$ cat src/rtl/cal_pkg.sv
// Package: cal_pkg
// Shared BCD types and helper functions for the calendar counter.
// Assumes every BCD byte it is given holds two legal digits (0-9).
package cal_pkg;

    localparam int BCD_W = 8;
    localparam int WDAY_W = 3;

    typedef logic [BCD_W-1:0] bcd8_t;

    // Next BCD value of a two-digit byte (99 wraps to 00).
    function automatic bcd8_t bcd_inc(input bcd8_t v);
        bcd8_t r;
        if (v[3:0] == 4'd9) begin
            r[3:0] = 4'd0;
            r[7:4] = (v[7:4] == 4'd9) ? 4'd0 : v[7:4] + 4'd1;
        end else begin
            r[3:0] = v[3:0] + 4'd1;
            r[7:4] = v[7:4];
        end
        return r;
    endfunction

    // A BCD year is a leap year when its value is divisible by four.
    function automatic logic bcd_is_leap(input bcd8_t y);
        logic r;
        if (y[4] == 1'b0)
            r = (y[3:0] == 4'd0) || (y[3:0] == 4'd4) || (y[3:0] == 4'd8);
        else
            r = (y[3:0] == 4'd2) || (y[3:0] == 4'd6);
        return r;
    endfunction

    // Last legal date of a BCD month.
    function automatic bcd8_t last_date(input bcd8_t m, input logic leap);
        bcd8_t r;
        case (m)
            8'h02:                      r = leap ? 8'h29 : 8'h28;
            8'h04, 8'h06, 8'h09, 8'h11: r = 8'h30;
            default:                    r = 8'h31;
        endcase
        return r;
    endfunction

    // Upper limit of the time-of-day fields below the hour (hundredths, seconds, minutes).
    function automatic bcd8_t low_field_max(input int idx);
        return (idx == 0) ? 8'h99 : 8'h59;
    endfunction

endpackage

$ cat src/rtl/cal_step_divider.sv
// Module: cal_step_divider
// Turns step enables into one hundredth pulse per TICKS_PER_STEP enables.
// Assumes: the restart input clears the phase so counting begins afresh.
// When TICKS_PER_STEP is 1 the enable passes straight through.
module cal_step_divider #(
    parameter int TICKS_PER_STEP = 1
) (
    input  logic clk,
    input  logic rst_n,
    input  logic step_en,
    input  logic restart,
    output logic hund_step
);

    localparam int CNT_W = (TICKS_PER_STEP > 1) ? $clog2(TICKS_PER_STEP) : 1;

    generate
        if (TICKS_PER_STEP == 1) begin : g_direct
            assign hund_step = step_en && !restart;
        end else begin : g_count
            localparam logic [CNT_W-1:0] LAST = CNT_W'(TICKS_PER_STEP - 1);
            logic [CNT_W-1:0] phase_q;

            // Phase counter: restarts on load, advances per enable.
            always_ff @(posedge clk) begin
                if (!rst_n || restart)
                    phase_q <= '0;
                else if (step_en)
                    phase_q <= (phase_q == LAST) ? '0 : phase_q + 1'b1;
            end

            assign hund_step = step_en && !restart && (phase_q == LAST);
        end
    endgenerate

endmodule

$ cat src/rtl/cal_bcd_field.sv
// Module: cal_bcd_field
// One two-digit BCD field counting MIN_VAL..max_i, with load and carry out.
// Assumes: loaded values are legal BCD within range; max_i may change
// between cycles (used by the date field).
module cal_bcd_field #(
    parameter logic [7:0] MIN_VAL = 8'h00
) (
    input  logic       clk,
    input  logic       rst_n,
    input  logic       en_i,
    input  logic       load_i,
    input  logic [7:0] load_val_i,
    input  logic [7:0] max_i,
    output logic [7:0] value_o,
    output logic       wrap_o
);
    import cal_pkg::*;

    bcd8_t value_q;

    // Field register: load first, then count with wrap to the minimum.
    always_ff @(posedge clk) begin
        if (!rst_n)
            value_q <= MIN_VAL;
        else if (load_i)
            value_q <= load_val_i;
        else if (en_i)
            value_q <= (value_q == max_i) ? MIN_VAL : bcd_inc(value_q);
    end

    assign value_o = value_q;
    assign wrap_o  = en_i && (value_q == max_i);

    a_r3_wrap_to_min: assert property (@(posedge clk) disable iff (!rst_n)
        (en_i && !load_i && value_q == max_i) |=> (value_q == MIN_VAL));

    a_r2_hold_when_idle: assert property (@(posedge clk) disable iff (!rst_n)
        (!en_i && !load_i) |=> $stable(value_q));

endmodule

$ cat src/rtl/cal_hour_field.sv
// Module: cal_hour_field
// Hour register with a per-register format bit (bit 7: 1 = 24-hour).
// In 12-hour format bit 5 marks PM and bits 4:0 run 12,01..11.
// Assumes loaded hours are legal for the format they select.
module cal_hour_field (
    input  logic       clk,
    input  logic       rst_n,
    input  logic       en_i,
    input  logic       load_i,
    input  logic [7:0] load_val_i,
    output logic [7:0] hour_o,
    output logic       day_wrap_o
);
    import cal_pkg::*;

    bcd8_t hour_q;
    bcd8_t hour_next;
    logic  day_edge;
    bcd8_t inc24;
    bcd8_t inc12;
    logic  unused_ld_bit6;

    assign unused_ld_bit6 = load_val_i[6];
    assign inc24 = bcd_inc({2'b00, hour_q[5:0]});
    assign inc12 = bcd_inc({3'b000, hour_q[4:0]});

    // Next-hour decode for both formats; flags the midnight edge.
    always_comb begin
        hour_next = hour_q;
        day_edge  = 1'b0;
        if (hour_q[7]) begin
            if (hour_q[5:0] == 6'h23) begin
                hour_next = 8'h80;
                day_edge  = 1'b1;
            end else begin
                hour_next = {2'b10, inc24[5:0]};
            end
        end else begin
            if (hour_q[4:0] == 5'h12) begin
                hour_next = {2'b00, hour_q[5], 5'h01};
            end else if (hour_q[4:0] == 5'h11) begin
                hour_next = {2'b00, ~hour_q[5], 5'h12};
                day_edge  = hour_q[5];
            end else begin
                hour_next = {2'b00, hour_q[5], inc12[4:0]};
            end
        end
    end

    // Hour register: load (bit 6 forced clear) or advance on minute carry.
    always_ff @(posedge clk) begin
        if (!rst_n)
            hour_q <= 8'h80;
        else if (load_i)
            hour_q <= {load_val_i[7], 1'b0, load_val_i[5:0]};
        else if (en_i)
            hour_q <= hour_next;
    end

    assign hour_o     = hour_q;
    assign day_wrap_o = en_i && day_edge;

    a_r4_wrap_24h: assert property (@(posedge clk) disable iff (!rst_n)
        (en_i && !load_i && hour_q[7] && hour_q[5:0] == 6'h23) |=> (hour_q == 8'h80));

    a_r5_pm_toggle: assert property (@(posedge clk) disable iff (!rst_n)
        (en_i && !load_i && !hour_q[7] && hour_q[4:0] == 5'h11)
            |=> (hour_q[5] != $past(hour_q[5]) && hour_q[4:0] == 5'h12));

    a_r4_bit6_clear: assert property (@(posedge clk) disable iff (!rst_n)
        1'b1 |=> (hour_q[6] == 1'b0));

endmodule

$ cat src/rtl/cal_weekday.sv
// Module: cal_weekday
// Day-of-week counter 0..6, advancing once per date advance.
// Assumes loaded values lie in 0..6.
module cal_weekday #(
    parameter int W = cal_pkg::WDAY_W
) (
    input  logic         clk,
    input  logic         rst_n,
    input  logic         en_i,
    input  logic         load_i,
    input  logic [W-1:0] load_val_i,
    output logic [W-1:0] wday_o
);

    localparam logic [W-1:0] LAST_DAY = W'(6);

    logic [W-1:0] wday_q;

    // Weekday register: load or advance modulo seven.
    always_ff @(posedge clk) begin
        if (!rst_n)
            wday_q <= '0;
        else if (load_i)
            wday_q <= load_val_i;
        else if (en_i)
            wday_q <= (wday_q == LAST_DAY) ? '0 : wday_q + 1'b1;
    end

    assign wday_o = wday_q;

    a_r9_wrap_week: assert property (@(posedge clk) disable iff (!rst_n)
        (en_i && !load_i && wday_q == LAST_DAY) |=> (wday_q == '0));

endmodule

$ cat src/rtl/bcd_calendar_counter.sv
// Module: bcd_calendar_counter
// Top of the BCD calendar: divider, hundredths/seconds/minutes chain,
// hour, date, month, year and weekday. All carries settle in one cycle.
// Assumes loaded values are legal BCD; the century is a fixed parameter.
module bcd_calendar_counter #(
    parameter int         TICKS_PER_STEP = 1,
    parameter logic [7:0] CENTURY        = 8'h20
) (
    input  logic       clk,
    input  logic       rst_n,
    input  logic       step_en,
    input  logic       load_en,
    input  logic [7:0] ld_hund,
    input  logic [7:0] ld_sec,
    input  logic [7:0] ld_min,
    input  logic [7:0] ld_hour,
    input  logic [7:0] ld_date,
    input  logic [7:0] ld_month,
    input  logic [7:0] ld_year,
    input  logic [2:0] ld_wday,
    output logic [7:0] hund_o,
    output logic [7:0] sec_o,
    output logic [7:0] min_o,
    output logic [7:0] hour_o,
    output logic [7:0] date_o,
    output logic [7:0] month_o,
    output logic [7:0] year_o,
    output logic [2:0] wday_o,
    output logic [7:0] century_o
);
    import cal_pkg::*;

    localparam int N_LOW = 3;

    logic        hund_step;
    logic [N_LOW:0] low_en;
    bcd8_t       low_ld  [N_LOW];
    bcd8_t       low_val [N_LOW];
    logic        day_carry;
    logic        date_wrap;
    logic        month_wrap;
    logic        year_wrap_unused;
    bcd8_t       date_max;

    cal_step_divider #(.TICKS_PER_STEP(TICKS_PER_STEP)) u_div (
        .clk       (clk),
        .rst_n     (rst_n),
        .step_en   (step_en),
        .restart   (load_en),
        .hund_step (hund_step)
    );

    assign low_en[0] = hund_step;
    assign low_ld[0] = ld_hund;
    assign low_ld[1] = ld_sec;
    assign low_ld[2] = ld_min;

    generate
        for (genvar i = 0; i < N_LOW; i++) begin : g_low
            cal_bcd_field #(.MIN_VAL(8'h00)) u_field (
                .clk        (clk),
                .rst_n      (rst_n),
                .en_i       (low_en[i]),
                .load_i     (load_en),
                .load_val_i (low_ld[i]),
                .max_i      (low_field_max(i)),
                .value_o    (low_val[i]),
                .wrap_o     (low_en[i+1])
            );
        end
    endgenerate

    cal_hour_field u_hour (
        .clk        (clk),
        .rst_n      (rst_n),
        .en_i       (low_en[N_LOW]),
        .load_i     (load_en),
        .load_val_i (ld_hour),
        .hour_o     (hour_o),
        .day_wrap_o (day_carry)
    );

    assign date_max = last_date(month_o, bcd_is_leap(year_o));

    cal_bcd_field #(.MIN_VAL(8'h01)) u_date (
        .clk        (clk),
        .rst_n      (rst_n),
        .en_i       (day_carry),
        .load_i     (load_en),
        .load_val_i (ld_date),
        .max_i      (date_max),
        .value_o    (date_o),
        .wrap_o     (date_wrap)
    );

    cal_bcd_field #(.MIN_VAL(8'h01)) u_month (
        .clk        (clk),
        .rst_n      (rst_n),
        .en_i       (date_wrap),
        .load_i     (load_en),
        .load_val_i (ld_month),
        .max_i      (8'h12),
        .value_o    (month_o),
        .wrap_o     (month_wrap)
    );

    cal_bcd_field #(.MIN_VAL(8'h00)) u_year (
        .clk        (clk),
        .rst_n      (rst_n),
        .en_i       (month_wrap),
        .load_i     (load_en),
        .load_val_i (ld_year),
        .max_i      (8'h99),
        .value_o    (year_o),
        .wrap_o     (year_wrap_unused)
    );

    cal_weekday u_wday (
        .clk        (clk),
        .rst_n      (rst_n),
        .en_i       (day_carry),
        .load_i     (load_en),
        .load_val_i (ld_wday),
        .wday_o     (wday_o)
    );

    assign hund_o    = low_val[0];
    assign sec_o     = low_val[1];
    assign min_o     = low_val[2];
    assign century_o = CENTURY;

    a_r2_quiet_without_step: assert property (@(posedge clk) disable iff (!rst_n)
        (!step_en && !load_en) |=> ($stable(hund_o) && $stable(date_o)));

    a_r10_load_wins: assert property (@(posedge clk) disable iff (!rst_n)
        load_en |=> (hund_o == $past(ld_hund) && sec_o == $past(ld_sec)
                     && year_o == $past(ld_year) && wday_o == $past(ld_wday)));

    a_r7_leap_feb29: assert property (@(posedge clk) disable iff (!rst_n)
        (!load_en && day_carry && month_o == 8'h02 && date_o == 8'h28
         && year_o[4] == 1'b0 && year_o[3:0] == 4'd4) |=> (date_o == 8'h29));

    a_r9_weekday_follows_date: assert property (@(posedge clk) disable iff (!rst_n)
        (!load_en && !day_carry) |=> $stable(wday_o));

endmodule

$ cat config.mk
export PLATFORM = sky130hd
export DESIGN_NAME = bcd_calendar_counter
export DESIGN_NICKNAME = d
export VERILOG_FILES = /design/src/rtl/cal_pkg.sv /design/src/rtl/cal_step_divider.sv /design/src/rtl/cal_bcd_field.sv /design/src/rtl/cal_hour_field.sv /design/src/rtl/cal_weekday.sv /design/src/rtl/bcd_calendar_counter.sv
export SDC_FILE = /design/constraint.sdc
export NUM_CORES = 1
export LEC_CHECK = 0
export BUFFER_PORTS_ARGS = -buffer_cell sky130_fd_sc_hd__buf_4
export CAP_MARGIN = 20
export CORE_MARGIN = 8
export CORE_UTILIZATION = 40
export DETAILED_ROUTE_END_ITERATION = 10
export GPL_ROUTABILITY_DRIVEN = 0
export PLACE_DENSITY = 0.67
export RECOVER_POWER = 100
export SLEW_MARGIN = 5
export SYNTH_ARGS = -nofsm -noshare
export SYNTH_HDL_FRONTEND = slang
export SYNTH_HIERARCHICAL = 1
export SYNTH_SLANG_ARGS = --single-unit
$ cat constraint.sdc
create_clock -name clk -period 12.4 [get_ports clk]
set_input_delay 3.72 -clock clk [delete_from_list [all_inputs] [get_ports clk]]
set_output_delay 3.72 -clock clk [all_outputs]
set_load 0.1 [all_outputs]
==> impl_metrics.toml, run 1 <==
[power_and_ir_drop]
p_leak_uw = 0.00218
power.density_nw_per_um2 = 108
vdd_drop_max_uv = 51.5

[hold_path]
hold_path.class = "reg2reg"
min_from = "u_wday/wday_o[1]"

[global_routing]
grt_pass1_vias = 4768
grt_pass1_wl_um = 22400
grt.total_usage_pct = 16.5
grt_max_degree = 71
gr-total-overflow = 0
antenna_found_initial = 0

[floorplanning]
start_util_pct = 41.0
die_area_um2 = 16200
rows = 40
die_y_um = 127
core_um2 = 12100
die_x_um = 127
pin_count = 130

[worst_setup_path]
crit_type = "in2reg"
critical_path_buf_inv_count = 2
cpLargestDelayFamily = "simple AND/OR/NAND/NOR gates"
startpoint = "load_en"
cp_max_fo = 70
cpPeakStageDelay_ns = 1.11
worstPathRequired_ns = 12.62
crit_chain = "clkbuf_1 > nor2b_1 > and2_0 > and2_1 > and2_0 > nand3b_1 > nor3_2 > buf_4 > and2_2 > and2_2 > nor2b_1 > nand2_1 > a221oi_1 > nor2_1 > o2111a_1"
critPathLaunchType = "input pin"
critPathSlowestCell = "nor2b_1"
reg2reg_from = "g_low[0].u_field/value_o[4]"
crit_arrival_ns = 9.87
crit_path_end_kind = "flip-flop"

[timing]
tightest_slew_ns = 2.90
slew_viol_final = 135
holdWs_ns = 0.509
max_freq_ghz = 0.104
relSlewSlack_pct = -93.2
finalClockSkew_ns = 0.00682
rsz0062_at_grt = "false"
period_needed_ns = 9.65
final_min_period_over_clock_period_pct = 77.8
setup_viol = 0
final_hold_viol_count = 0
setup_tns_ns = 0

[routing]
totalWireLength_um = 13600
wl_per_cell_um = 14.5
antenna_left = 0
drt_iter0_drc = 248
firstDrtPassIters = 4
drt-vias-per-instance = 5.23
drcViolationCount = 0
vias = 4916

[synth]
synth_edf_count = 0
synthArstFlopShare_pct = 0
ys_seq_area_share_pct = 23.5
synthCells = 637
synth-seq-cells = 58
syn_area_per_cell_um2 = 7.76
ys_warn_count = 6
synth_area_um2 = 4940
ys_types = 61
synth-main-ff-cell = "dfxtp_1"

[clock_tree]
cts_buffer_depth = 2
clkTransAtPathRegs_ns = 0.05
cts.repair.resized = 0
cts_hold_buf = 0
ctsRootBufferMaster = "clkbuf_16"
htree_levels = 3
clkLatencyLatePin_ns = 0.33
cts_setup_buffers = 0
cts_tree = "done"
cts_made_buffers = 9
cts_sinks = 58

[status]
failed_checks = "max-capacitance violations, max-slew violations"
outcome = "complete, but fails checks"

[layout]
final_layout_size_suffix_gt1_share_pct = 13.6
syn2layout_area_growth_pct = 21.0
antenna_cells = 0
nets = 845

[placement]
hpwl_um = 9920
io_buffers = 119

[flow_run]
maxCapViolCount = 2
==> cell usage in the layout (no fill, tap or decap), types with 13 or more instances in the layout <==
cell type  instances
a21oi_1           56
buf_4             61
clkbuf_1          60
conb_1            54
dfxtp_1           58
ha_1              13
inv_1             21
nand2_1           49
nand2b_1          15
nand3_1           15
nand4_1           15
nor2_1            39
nor2b_1           15
nor3b_1           33
o21ai_0           30
xnor2_1           62
==> final cells by class <==
cell class / instances / area, µm²
clock buffers: 10 / 239
clock inverters: 4 / 20.0
fillers: 1231 / 6080
inverters: 22 / 82.6
multi-input cells: 557 / 3580
flip-flops and latches: 58 / 1160
well taps: 168 / 210
repair buffers: 121 / 683
==> per-layer routing <==
metal  track usage, %  share of wire, %  vias to the layer above
met2             27.9                48                      130
met5                0                 0                        -
li1                 -                 -                     2473
met4             6.79               1.5                        0
met3             3.83               5.6                       13
met1             19.8                45                     2300
==> worst min-delay path: cells and delay by family, from the launching register on <==
| family | cells | cell delay [ns] |
|---|---|---|
| flip-flops | 1 | 0.34 |
| AND/OR/NAND/NOR | 1 | 0.07 |
| AO/OA/AOI/OAI | 1 | 0.06 |
==> worst paths after layout <==
check	endpoint	slack (ns)	cells after the start
setup / recovery	u_year/value_o[7]	2.75	15
hold / removal	u_wday/wday_o[1]	0.51	2
setup reg to reg	u_year/value_o[7]	7.30	16
hold reg to reg	u_wday/wday_o[1]	0.51	2
==> cell usage after synthesis, types with 4 or more instances <==
| cell | count | share of area [%] |
|---|---|---|
| buf_6 | 4 | 0.91 |
| inv_1 | 21 | 1.6 |
| dfxtp_1 | 58 | 23 |
| buf_2 | 13 | 1.3 |
| and3b_1 | 4 | 0.71 |
| xor2_1 | 6 | 1.1 |
| a22oi_1 | 4 | 0.61 |
| nand4_1 | 15 | 1.9 |
| o2111ai_1 | 4 | 0.71 |
| nand2b_1 | 15 | 1.9 |
| nor3b_1 | 33 | 5.0 |
| mux2_2 | 4 | 0.91 |
| a21boi_0 | 5 | 0.76 |
| ha_1 | 13 | 3.3 |
| a21oi_1 | 56 | 5.7 |
| buf_4 | 17 | 2.6 |
| o41ai_1 | 4 | 0.71 |
| a221oi_1 | 4 | 0.71 |
| o32ai_1 | 5 | 0.89 |
| o21ai_2 | 4 | 0.71 |
| and2_1 | 16 | 2.0 |
| o31ai_1 | 10 | 1.5 |
| o211ai_1 | 6 | 0.91 |
| nand3b_1 | 5 | 0.76 |
| a31oi_1 | 7 | 0.89 |
| nand4_2 | 6 | 1.5 |
| o22ai_1 | 5 | 0.63 |
| nor2b_1 | 14 | 1.8 |
| nor2_4 | 4 | 0.91 |
| clkbuf_1 | 14 | 1.1 |
| o211a_1 | 5 | 1.0 |
| nor2_1 | 39 | 3.0 |
| nand3_1 | 15 | 1.5 |
| xnor2_1 | 62 | 11 |
| o2111a_1 | 6 | 1.4 |
| nand2_1 | 49 | 3.7 |
| or3_1 | 9 | 1.1 |
| o21ai_0 | 30 | 3.0 |
| nor3_1 | 11 | 1.1 |
==> kinds of logic after synthesis <==
kind of cell	Yosys count	share of synthesized area (%)
mux	5	1.11
flops	58	23.5
xor+xnor	68	12.1
fa+ha+maj	13	3.29
buf+inv	73	7.77
other cells	3	0.228
simple gates	253	30.2
compound gates	164	21.8
==> registers in the layout, summed over array words and instances, names as in the netlist <==
signal                 flops
u_hour/hour_o              7
u_month/value_o            8
u_wday/wday_o              3
u_date/value_o             8
u_year/value_o             8
g_low.u_field/value_o     24
==> power by group <==
| part | switching (µW) | internal (µW) |
|---|---|---|
| logic | 148 | 58.8 |
| clock network | 82.7 | 136 |
| registers | 24.1 | 198 |
| total | 255 | 393 |
==> per-stage QoR <==
stage | util [%] | setup WS [ns] | power, µW | cells | area [µm²]
finish | 49.6 | 2.75 | 648 | 940 | 5980
detailed placement | 49.3 | 3.80 | 443 | 925 | 5950
global placement | 49.3 | 3.85 | 438 | 925 | 5950
floorplan | - | 4.48 | 395 | 688 | 5130
CTS | 51.5 | 4.16 | 667 | 939 | 6210
global route | 49.6 | 2.12 | 681 | 940 | 5980
No activity file was read; power rests on OpenSTA's default activity.
==> run 2, diff against run 1 <==
--- a/config.mk
+++ b/config.mk
@@ -11,7 +11,7 @@
 export CORE_UTILIZATION = 40
 export DETAILED_ROUTE_END_ITERATION = 10
 export GPL_ROUTABILITY_DRIVEN = 0
-export PLACE_DENSITY = 0.67
+export PLACE_DENSITY = 0.7
 export RECOVER_POWER = 100
 export SLEW_MARGIN = 5
 export SYNTH_ARGS = -nofsm -noshare
==> constraint.sdc (replaced) <==
create_clock -name clk -period 8.1 [get_ports clk]
set_input_delay 2.43 -clock clk [delete_from_list [all_inputs] [get_ports clk]]
set_output_delay 2.43 -clock clk [all_outputs]
set_load 0.1 [all_outputs]
==> run 2 against run 1 <==
Compared with the run above: the run still ends with max-capacitance violations, max-slew violations left; cell count up 0.21%; power increased by 68%; die area stayed put; global-route usage decreased by 0.11 points; first-iteration DRC count grew 36%; routed wire length up 1.4%; highest routed layer unchanged.
==> impl_metrics.toml, run 2 (synthesized netlist as in run 1, its figures left out) <==
[power_and_ir_drop]
p_leak_uw = 0.00222
p_total_uw = 1090
power.density_nw_per_um2 = 179
vdd_drop_max_uv = 134

[timing]
finalClockSkew_ns = 0.00680
setup_tns_ns = 0
slew_viol_final = 67
max_freq_ghz = 0.144
period_needed_ns = 6.96
rsz0062_at_grt = "false"
final_min_period_over_clock_period_pct = 85.9
relSlewSlack_pct = -85.7
setup_viol = 0
tightest_slew_ns = 2.79
final.setup.worst_slack_ns = 1.14
holdWs_ns = 0.515
final_hold_viol_count = 0

[worst_setup_path]
cpLargestDelayFamily = "simple AND/OR/NAND/NOR gates"
critPathLaunchType = "input pin"
critical_path_buf_inv_count = 2
critPathSlowestCell = "clkbuf_2"
crit_arrival_ns = 7.17
cpMostUsedCell = "and2_1"
cp_max_fo = 67
cpPeakStageDelay_ns = 0.73
crit_path_end_kind = "flip-flop"
reg2reg_from = "g_low[0].u_field/value_o[4]"
startpoint = "load_en"
worstPathRequired_ns = 8.32
crit_chain = "clkbuf_2 > nor2b_4 > and2_1 > and2_1 > and2_1 > nand3b_1 > nor3_2 > buf_4 > and2_2 > and2_2 > nor2b_1 > nand2_1 > a221oi_1 > nor2_1 > o2111a_1"
crit_type = "in2reg"

[global_routing]
antenna_found_initial = 0
grt_pass1_wl_um = 22500
gr-usage-met1_pct = 19.6
gr-total-overflow = 0
grt_pass1_vias = 4791
grt.met3_usage_pct = 4.62
grt.total_usage_pct = 16.4
grt_use_met2_pct = 28.2
grt_max_degree = 68
grt.busiest_layer = "met2"

[clock_tree]
cts_sinks = 58
cts_made_buffers = 9
clkTransAtPathRegs_ns = 0.05
cts_buffer_depth = 2
htree_levels = 3
cts.repair.resized = 0
cts_hold_buf = 0
cts_setup_buffers = 0
clkLatencyLatePin_ns = 0.33
ctsRootBufferMaster = "clkbuf_16"
cts_tree = "done"

[routing]
drt_iter0_drc = 337
vias = 4894
firstDrtPassIters = 5
totalWireLength_um = 13800
drt-vias-per-instance = 5.20
antenna_left = 0
wl_per_cell_um = 14.6
drcViolationCount = 0

[placement]
hpwl_um = 9920
post-place-ws_ns = 1.44
place_inst = 926
io_buffers = 119

[floorplanning]
die_area_um2 = 16200
rows = 40
die_x_um = 127
core_um2 = 12100
start_util_pct = 41.0
pin_count = 130
die_y_um = 127

[layout]
antenna_cells = 0
instances_no_fill = 942
fill_cells = 1213
final_layout_size_suffix_gt1_share_pct = 14.2
nets = 845
final_cell_mix = "xnor2_1 (62), buf_4 (61), clkbuf_1 (59)"
syn2layout_area_growth_pct = 22.8
largest_reg_flops = 24
final_common_cell = "xnor2_1"

[hold_path]
hold_path.class = "reg2reg"
min_from = "u_wday/wday_o[1]"

[status]
outcome = "complete, but fails checks"
failed_checks = "max-capacitance violations, max-slew violations"

[flow_run]
maxCapViolCount = 1
-- run 2: changes by cell type in the layout (fill, tap and decap cells not counted), sizes merged --
cell | previous run | this run
clkinvlp | 0 | 1
clkbuf | 70 | 72
clkinv | 5 | 1
bufinv | 0 | 2
inv | 21 | 22
-- run 2: cell type report --
type                    instances  area (µm²)  share of cell area, %
clock buffers                  12         267                   4.39
clock inverters                 4        72.6                   1.20
inverters                      22        82.6                   1.36
multi-input cells             557        3590                   59.2
flip-flops and latches         58        1160                   19.1
well taps                     168         210                   3.46
repair buffers                121         684                   11.3
-- run 2: routing by layer --
layer / routed length (µm) / share of wire (%) / vias up
met3: 882 / 6.4 / 12
met4: 125 / 0.91 / 0
met5: 0 / 0 / -
li1: - / - / 2470
met2: 6480 / 47 / 157
met1: 6300 / 46 / 2255
-- run 2: metrics by stage --
| stage | util (%) | cell area, µm² |
|---|---|---|
| detailed placement | 49.4 | 5950 |
| global placement | 49.4 | 5950 |
| finish | 50.3 | 6070 |
| global route | 50.3 | 6070 |
| CTS | 52.2 | 6290 |
| floorplan | - | 5130 |
-- run 2: final timing paths --
kind / slack [ns] / end / depth (start not counted)
setup / recovery: 1.14 / u_year/value_o[7] / 15
hold / removal: 0.52 / u_wday/wday_o[1] / 2
setup reg to reg: 3.49 / u_year/value_o[7] / 16
hold reg to reg: 0.52 / u_wday/wday_o[1] / 2
-- run 2: report_power, final --
| part | internal, µW | switching (µW) |
|---|---|---|
| sequential | 303 | 37.6 |
| clock | 294 | 138 |
| combinational | 89.8 | 227 |
-- run 2: tightest hold or removal path, delay by kind of cell (launching register included) --
kind	cells	cell delay, ns
and+or+nand+nor	1	0.07
AOI/OAI and AO/OA	1	0.06
DFF	1	0.34
==> run 3, diff against run 2 <==
--- a/config.mk
+++ b/config.mk
@@ -5,13 +5,14 @@
 export SDC_FILE = /design/constraint.sdc
 export NUM_CORES = 1
 export LEC_CHECK = 0
-export BUFFER_PORTS_ARGS = -buffer_cell sky130_fd_sc_hd__buf_4
 export CAP_MARGIN = 20
 export CORE_MARGIN = 8
 export CORE_UTILIZATION = 40
+export CTS_CLUSTER_SIZE = 20
 export DETAILED_ROUTE_END_ITERATION = 10
+export DONT_BUFFER_PORTS = 1
 export GPL_ROUTABILITY_DRIVEN = 0
-export PLACE_DENSITY = 0.7
+export PLACE_DENSITY = 0.6
 export RECOVER_POWER = 100
 export SLEW_MARGIN = 5
 export SYNTH_ARGS = -nofsm -noshare
==> run 3 against run 2 <==
Compared with the run above: the run still ends with max-capacitance violations, max-slew violations left; critical endpoint unchanged; maximum frequency rose by 2.8%; cell count shrank 9.0%; largest power group is now sequential cells; clock power is 22% lower; via count is 5.8% lower; register-to-register slack got worse by 1.3 ns; combinational power fell by 22%.
==> impl_metrics.toml, run 3 (synthesized netlist as in run 1, its figures left out) <==
[routing]
totalWireLength_um = 13000
wl_per_cell_um = 15.2
antenna_left = 0
firstDrtPassIters = 5
drt_iter0_drc = 262
drt-vias-per-instance = 5.38
vias = 4609
drcViolationCount = 0

[clock_tree]
cts_sinks = 58
cts_buffer_depth = 2
cts_setup_buffers = 0
cts_hold_buf = 0
ctsRootBufferMaster = "clkbuf_16"
clkLatencyLatePin_ns = 0.32
cts.repair.resized = 0
cts_tree = "done"
clkTransAtPathRegs_ns = 0.05
htree_levels = 3
cts_made_buffers = 9

[floorplanning]
die_area_um2 = 16200
core_um2 = 12100
die_x_um = 127
start_util_pct = 41.0
pin_count = 130
die_y_um = 127
rows = 40

[worst_setup_path]
crit_type = "in2reg"
critPathLaunchType = "input pin"
cp_max_fo = 132
crit_path_end_kind = "flip-flop"
crit_arrival_ns = 6.98
worstPathRequired_ns = 8.31

[timing]
period_needed_ns = 6.77
slew_viol_final = 137
final_min_period_over_clock_period_pct = 83.5
max_freq_ghz = 0.148
setup_tns_ns = 0
finalClockSkew_ns = 0.00799
setup_viol = 0
relSlewSlack_pct = -16.1
final_hold_viol_count = 0
tightest_slew_ns = 1.74
rsz0062_at_grt = "false"
holdWs_ns = 0.561

[global_routing]
antenna_found_initial = 0
grt_pass1_vias = 4337
grt.total_usage_pct = 15.8
grt_max_degree = 133
grt_pass1_wl_um = 21100
gr-total-overflow = 0

[power_and_ir_drop]
power.density_nw_per_um2 = 175
p_leak_uw = 0.00186
vdd_drop_max_uv = 117

[placement]
io_buffers = 0
hpwl_um = 9320

[status]
failed_checks = "max-capacitance violations, max-slew violations"
outcome = "complete, but fails checks"

[layout]
nets = 763
final_common_cell = "xnor2_1"
largest_reg_flops = 24
antenna_cells = 0
final_layout_size_suffix_gt1_share_pct = 6.24
final_cell_mix = "xnor2_1 (62), dfxtp_1 (58), a21oi_1 (56)"
syn2layout_area_growth_pct = 10.4
fill_cells = 1249

[flow_run]
maxCapViolCount = 15

[hold_path]
hold_path.class = "reg2reg"
## run 3: critical path, cell delays in order
cell	delay, ns
nor2b_1	0.70
and2_0	0.67
and2_1	0.52
and2_0	0.47
nand3b_1	0.18
nor3_2	0.19
buf_4	0.25
and2_2	0.34
and2_2	0.34
nor2b_1	0.29
nand2_1	0.09
a221oi_1	0.22
nor2_1	0.10
o2111a_1	0.14
## run 3: final timing paths
path / startpoint / to / slack [ns] / cells past startpoint
setup / recovery: load_en / u_year/value_o[7] / 1.33 / 14
hold / removal: u_year/value_o[0] / u_year/value_o[0] / 0.56 / 2
setup reg to reg: g_low[0].u_field/value_o[0] / u_year/value_o[7] / 2.18 / 17
hold reg to reg: u_year/value_o[0] / u_year/value_o[0] / 0.56 / 2
## run 3: per-stage QoR
step | util [%] | power (µW) | cells | worst slack (ns) | cell area [µm²]
2_1_floorplan | - | 604 | 688 | 1.47 | 5130
3_3_place_gp | 44.0 | 624 | 839 | 1.85 | 5300
3_5_place_dp | 44.0 | 629 | 839 | 1.76 | 5300
4_1_cts | 46.1 | 978 | 852 | 2.11 | 5560
5_1_grt | 45.2 | 1010 | 857 | 0.882 | 5460
6_report | 45.2 | 956 | 857 | 1.33 | 5460
## run 3: routing by layer
layer  vias to the layer above  routed length [µm]  GRT usage [%]
li1                       2313                   -              -
met1                      2146                5710           18.9
met2                       138                6100           25.8
met3                        12                1090           5.41
met4                         0                 140           5.67
met5                         -                   0              0
## run 3: final cells by class
class | instances | area [µm²] | share of cell area [%]
well taps | 168 | 210 | 3.85
clock buffers | 13 | 260 | 4.77
repair buffers | 39 | 158 | 2.89
inverters | 22 | 82.6 | 1.51
flip-flops and latches | 58 | 1160 | 21.3
multi-input cells | 557 | 3580 | 65.7
## run 3: power by group
| group | total [µW] | internal (µW) | leakage [µW] | switching, µW |
|---|---|---|---|---|
| sequential | 371 | 303 | 0.000478 | 67.4 |
| combinational | 246 | 70.5 | 0.00126 | 175 |
| clock | 339 | 218 | 0.000128 | 121 |
